<file path="src/rtl/wrst_pkg.sv">
package wrst_pkg;
  typedef enum logic [1:0] {
    ST_IDLE  = 2'd0,
    ST_WAIT  = 2'd1,
    ST_PULSE = 2'd2
  } wrst_state_e;

  localparam int unsigned DEF_CLK_HZ    = 50_000_000;
  localparam int unsigned DEF_NUM_LOCAL = 5;
  localparam logic [7:0]  DEF_KEY       = 8'h77;
  localparam logic [7:0]  DEF_REG_OFS   = 8'h17;
endpackage

</file>
<file path="src/rtl/wrst_regif.sv">
module wrst_regif #(
  parameter int unsigned    AW      = 8,
  parameter int unsigned    DW      = 8,
  parameter logic [AW-1:0]  REG_OFS = '0,
  parameter logic [DW-1:0]  KEY     = '0
) (
  input  logic          clk_i,
  input  logic          rst_ni,
  input  logic          wr_en_i,
  input  logic          rd_en_i,
  input  logic [AW-1:0] addr_i,
  input  logic [DW-1:0] wdata_i,
  input  logic          clr_i,
  output logic [DW-1:0] rdata_o,
  output logic [DW-1:0] reg_o,
  output logic          key_wr_o
);
  logic          hit;
  logic [DW-1:0] reg_q;
  logic [DW-1:0] rdata_q;

  assign hit = (addr_i == REG_OFS);

  // The warm reset clear takes priority over a write in the same cycle.
  always_ff @(posedge clk_i or negedge rst_ni) begin
    if (!rst_ni)              reg_q <= '0;
    else if (clr_i)           reg_q <= '0;
    else if (wr_en_i && hit)  reg_q <= wdata_i;
  end

  always_ff @(posedge clk_i or negedge rst_ni) begin
    if (!rst_ni)              rdata_q <= '0;
    else if (rd_en_i && hit)  rdata_q <= reg_q;
    else                      rdata_q <= '0;
  end

  assign key_wr_o = wr_en_i && hit && (wdata_i == KEY) && !clr_i;
  assign rdata_o  = rdata_q;
  assign reg_o    = reg_q;
endmodule

</file>
<file path="src/rtl/wrst_timer.sv">
module wrst_timer
  import wrst_pkg::*;
#(
  parameter int unsigned DELAY_CYC = 75_000,
  parameter int unsigned PULSE_CYC = 50
) (
  input  logic clk_i,
  input  logic rst_ni,
  input  logic arm_i,
  output logic busy_o,
  output logic pulse_o
);
  localparam int unsigned MAX_CYC = (DELAY_CYC > PULSE_CYC) ? DELAY_CYC : PULSE_CYC;
  localparam int unsigned CW      = $clog2(MAX_CYC + 1);
  localparam logic [CW-1:0] DELAY_LAST = CW'(DELAY_CYC - 1);
  localparam logic [CW-1:0] PULSE_LAST = CW'(PULSE_CYC - 1);

  wrst_state_e   state_q;
  logic [CW-1:0] cnt_q;

  // Runs on power-on reset only, so a started pulse always completes.
  always_ff @(posedge clk_i or negedge rst_ni) begin
    if (!rst_ni) begin
      state_q <= ST_IDLE;
      cnt_q   <= '0;
    end else begin
      unique case (state_q)
        ST_IDLE: begin
          cnt_q <= '0;
          if (arm_i) state_q <= ST_WAIT;
        end
        ST_WAIT: begin
          if (cnt_q == DELAY_LAST) begin
            state_q <= ST_PULSE;
            cnt_q   <= '0;
          end else begin
            cnt_q <= cnt_q + 1'b1;
          end
        end
        ST_PULSE: begin
          if (cnt_q == PULSE_LAST) begin
            state_q <= ST_IDLE;
            cnt_q   <= '0;
          end else begin
            cnt_q <= cnt_q + 1'b1;
          end
        end
        default: begin
          state_q <= ST_IDLE;
          cnt_q   <= '0;
        end
      endcase
    end
  end

  assign busy_o  = (state_q != ST_IDLE);
  assign pulse_o = (state_q == ST_PULSE);
endmodule

</file>
<file path="src/rtl/wrst_fanout.sv">
module wrst_fanout #(
  parameter int unsigned NUM_LOCAL = 5
) (
  input  logic                 clk_i,
  input  logic                 rst_ni,
  input  logic                 pulse_i,
  output logic [NUM_LOCAL-1:0] local_rst_no,
  output logic                 host_rst_no
);
  for (genvar d = 0; d < NUM_LOCAL; d++) begin : g_dom
    logic rst_q;
    always_ff @(posedge clk_i or negedge rst_ni) begin
      if (!rst_ni) rst_q <= 1'b0;
      else         rst_q <= !pulse_i;
    end
    assign local_rst_no[d] = rst_q;
  end

  // Host domain: released after power-on, untouched by the pulse.
  logic [1:0] host_sync_q;
  always_ff @(posedge clk_i or negedge rst_ni) begin
    if (!rst_ni) host_sync_q <= 2'b00;
    else         host_sync_q <= {host_sync_q[0], 1'b1};
  end
  assign host_rst_no = host_sync_q[1];
endmodule

</file>
<file path="src/rtl/warm_reset_ctrl.sv">
module warm_reset_ctrl
  import wrst_pkg::*;
#(
  parameter int unsigned   CLK_HZ    = DEF_CLK_HZ,
  parameter int unsigned   AW        = 8,
  parameter int unsigned   DW        = 8,
  parameter logic [AW-1:0] REG_OFS   = AW'(DEF_REG_OFS),
  parameter logic [DW-1:0] KEY       = DW'(DEF_KEY),
  parameter int unsigned   NUM_LOCAL = DEF_NUM_LOCAL,
  parameter int unsigned   DELAY_CYC = (CLK_HZ / 2000) * 3,
  parameter int unsigned   PULSE_CYC = (CLK_HZ >= 1_000_000) ? CLK_HZ / 1_000_000 : 1
) (
  input  logic                 clk_i,
  input  logic                 rst_ni,
  input  logic                 wr_en_i,
  input  logic                 rd_en_i,
  input  logic [AW-1:0]        addr_i,
  input  logic [DW-1:0]        wdata_i,
  output logic [DW-1:0]        rdata_o,
  output logic [NUM_LOCAL-1:0] local_rst_no,
  output logic                 host_rst_no
);
  localparam int unsigned MIN_CYC = CLK_HZ / 1000;
  localparam int unsigned MAX_CYC = CLK_HZ / 500;

  logic          key_wr;
  logic          busy;
  logic          pulse;
  logic [DW-1:0] reg_val;

  wrst_regif #(
    .AW(AW), .DW(DW), .REG_OFS(REG_OFS), .KEY(KEY)
  ) u_regif (
    .clk_i   (clk_i),
    .rst_ni  (rst_ni),
    .wr_en_i (wr_en_i),
    .rd_en_i (rd_en_i),
    .addr_i  (addr_i),
    .wdata_i (wdata_i),
    .clr_i   (pulse),
    .rdata_o (rdata_o),
    .reg_o   (reg_val),
    .key_wr_o(key_wr)
  );

  wrst_timer #(
    .DELAY_CYC(DELAY_CYC), .PULSE_CYC(PULSE_CYC)
  ) u_timer (
    .clk_i  (clk_i),
    .rst_ni (rst_ni),
    .arm_i  (key_wr),
    .busy_o (busy),
    .pulse_o(pulse)
  );

  wrst_fanout #(
    .NUM_LOCAL(NUM_LOCAL)
  ) u_fanout (
    .clk_i       (clk_i),
    .rst_ni      (rst_ni),
    .pulse_i     (pulse),
    .local_rst_no(local_rst_no),
    .host_rst_no (host_rst_no)
  );
endmodule

</file>
<file path="config.mk">
export PLATFORM = sky130hd
export DESIGN_NAME = warm_reset_ctrl
export DESIGN_NICKNAME = d
export VERILOG_FILES = /design/src/rtl/wrst_pkg.sv /design/src/rtl/wrst_regif.sv /design/src/rtl/wrst_timer.sv /design/src/rtl/wrst_fanout.sv /design/src/rtl/warm_reset_ctrl.sv
export SDC_FILE = /design/constraint.sdc
export NUM_CORES = 1
export LEC_CHECK = 0
export ABC_CLOCK_PERIOD_IN_PS = 1900
export BUFFER_PORTS_ARGS = -buffer_cell sky130_fd_sc_hd__buf_4
export CORE_MARGIN = 8
export CORE_UTILIZATION = 49
export CTS_CLUSTER_DIAMETER = 200
export DETAILED_ROUTE_END_ITERATION = 16
export PLACE_DENSITY = 0.75
export SLEW_MARGIN = 20
export SYNTH_ARGS = -nofsm -noshare
export SYNTH_HDL_FRONTEND = slang
export SYNTH_SLANG_ARGS = --single-unit
</file>
<file path="constraint.sdc">
create_clock -name clk_i -period 1.9 [get_ports clk_i]
set_input_delay 0.095 -clock clk_i [delete_from_list [all_inputs] [get_ports clk_i]]
set_output_delay 0.095 -clock clk_i [all_outputs]
set_load 0.01 [all_outputs]
</file>
==> reports/metrics.cfg <==
[logic_synthesis]
synth_area_leaders = dfrtp_1 (54%), nor2_1 (5.5%), mux2i_1 (4.5%), xor2_1 (4.5%), ha_1 (3.5%)
synthSimpleGateAreaFrac = 0.213
synth_largest_area_cell = dfrtp_1
synth_top_family_by_area = simple AND/OR/NAND/NOR gates
synth_compound_area_frac = 0.0438
yosysUniqueCellTypes = 35
avgSynthCellArea_um2 = 10.9
synth-edff-count = 0
muxShareOfSynthArea = 0.0452
synthArstFlopShare = 1.00
syn_nets = 187
seq_area_frac_synth = 0.537
synth_warnings = 0
synth_cells = 162
syn_area_um2 = 1770
synthXorXnorAreaFrac = 0.0742
ys_seq_elements = 38
ys.flop_type = dfrtp_1
yosys.area_share.adder = 0.0353
synth_top_area_frac = 0.537

[final_layout]
fin_area_um2 = 2180
fin_nets = 227
fillers = 298
syn2layout_area_growth_pct = 23.4
utilization = 0.610
antenna_cells = 0
final_common_cell = dfrtp_1
final_cell_mix = dfrtp_1 (38), buf_4 (36), nor2_1 (26)
drive_gt1_frac = 0.271

[clocking]
clk_path_buf_depth = 2
cts_sinks = 38
clk_latency_ns = 0.34
htreeDepth = 2
path_clk_slew_ns = 0.11
cts_buffers = 5
cts-root-buf = clkbuf_4
cts_tree = done

[routing]
antenna_left = 0
drtIter0Drc = 88
drc = 0
num_vias = 1288
viasPerCell = 5.13
wire_per_inst_um = 14.6
wl_mm = 3.68
firstDrtPassIters = 4

[setup_path]
slowest_stage = dfrtp_1
startpoint_type = flip-flop
critPathCaptureType = flip-flop
worstPathMaxFanout = 5
max_stage_delay_ns = 0.46
path_class = reg -> reg
critPathRequiredTime_ns = 2.19
worst-endpoint-arrival_ns = 2.11
worstPathCellList = ha_4 -> nand3_1 -> or3_1 -> a2111oi_0 -> o32a_2

[pwr]
clockPowerShare = 0.328
p_switching_uw = 293
ir_worst_vdd_mv = 0.324
powerDensity_nw_per_um2 = 608
p_comb_frac = 0.052
sw_frac_of_total = 0.220
p_leak_nw = 0.981
p_total_mw = 1.33
intPower_mw = 1.04
power.share.sequential = 0.620

[floorplan]
die_area_um2 = 5790
start_util = 0.495
io_pins = 34
dieWidth_um = 76.1
fp-row-count = 22
coreArea_um2 = 3580
die_h_um = 76.1

[global_routing]
grt_use_total = 0.133
antenna_found_initial = 0
grt.overflow.total = 0
grt_pass1_vias = 1366
grt_max_degree = 39
grt_first_pass_wirelength_mm = 6.28

[placement]
portBuffers = 33
post_dp_cell_area_um2 = 2050
gp_congestion = 0.822
post-dp-hpwl_mm = 2.65

[min_path]
holdCritPathClass = in -> reg

[sta]
clock_skew_ns = 0.00184
whs_ns = 0.0264
period_minus_slack_ns = 1.82
period_share = 0.957
worst-slew-pin-transition_ns = 0.634
fmax_mhz = 550
slew_headroom = 0.573
slew_violations = 0
setup_viol = 0
final-hold-violation-count = 0

[run]
drv_cap = 0

[run_status]
status = finished clean

## logic make-up (layout without fill, tap and decap cells)
group,after synthesis,after routing
simple gates,74,74
flops,38,38
xor+xnor,15,15
buf+inv,13,54
compound gates,8,8
mux,8,8
fa+ha+maj,5,5
other cells,1,1
## through the flow
stage | setup slack (ns) | TNS, ns | instances
CTS | 0.0670 | 0 | 249
global route | -0.0157 | -0.0157 | 251
finish | 0.0821 | 0 | 251
floorplan | 0.164 | 0 | 162
global placement | 0.153 | 0 | 238
detailed placement | 0.0835 | 0 | 238
## power groups by stage
stage               Combinational, mW  Sequential, mW  Clock, mW
detailed placement             0.0632           0.839          0
floorplan                      0.0106           0.838          0
CTS                            0.0683           0.823      0.448
global placement               0.0596           0.838          0
global route                   0.0776           0.825      0.482
finish                         0.0694           0.823      0.435
## what timing repair did
item | in CTS | in global routing
resized for setup | 0 | 5
hold buffers | 3 | 1
hold endpoints to repair | 40 | 1
setup buffers | 0 | 1
endpoints found under the setup margin | 0 | 18
## layer usage
metal  wire, um  GRT usage  up-vias
met4         44     0.0519        0
met5          0          0        -
met3        190     0.0542        6
met1       1600      0.143      633
li1           -          -      620
met2       1840      0.226       29
## cell usage after synthesis (3+ instances only)
cell,number
dfrtp_1,38
nor2_1,26
nand2_1,11
and2_1,9
xor2_1,9
mux2i_1,8
xnor2_1,6
buf_4,5
ha_1,5
inv_1,5
nand3_1,5
nor3_1,4
nand4_1,3
nor4_1,3
## worst paths after layout
check	from	endpoint	slack [ns]	cells after the start
max	u_timer.cnt_q[0]	u_timer.state_q[1]	0.08	5
min	wdata_i[2]	u_regif.reg_o[2]	0.03	3
max reg2reg	u_timer.cnt_q[0]	u_timer.state_q[1]	0.08	5
min reg2reg	u_fanout.host_sync_q[0]	u_fanout.host_sync_q[1]	0.37	0
max in group asynchronous	rst_ni	u_timer.cnt_q[7]	1.33	2
min in group asynchronous	rst_ni	u_regif.rdata_o[6]	0.24	2
## registers in the layout, indices dropped and copies added (netlist names)
signal,cells
u_regif.rdata_o,8
u_regif.reg_o,8
u_fanout.g_dom.rst_q,1
u_timer.cnt_q,17
u_timer.state_q,2
u_fanout.host_sync_q,2
## layout make-up
| cell class | instances | area [um2] | share of cell area |
|---|---|---|---|
| sequential | 38 | 951 | 0.435 |
| multi-input combinational | 111 | 764 | 0.350 |
| timing repair buffer | 41 | 330 | 0.151 |
| tap | 48 | 60.1 | 0.0275 |
| clock buffer | 7 | 55.1 | 0.0252 |
| inverter | 5 | 18.8 | 0.00859 |
| clock inverter | 1 | 5.00 | 0.00229 |
## worst max-delay path: cells and delay by family, from the launching register on
kind	cells	cell delay, ns
fa+ha+maj	1	0.18
simple gates	2	0.46
flops	1	0.46
compound gates	2	0.66
Note: power is estimated with default switching activity, not from simulation.
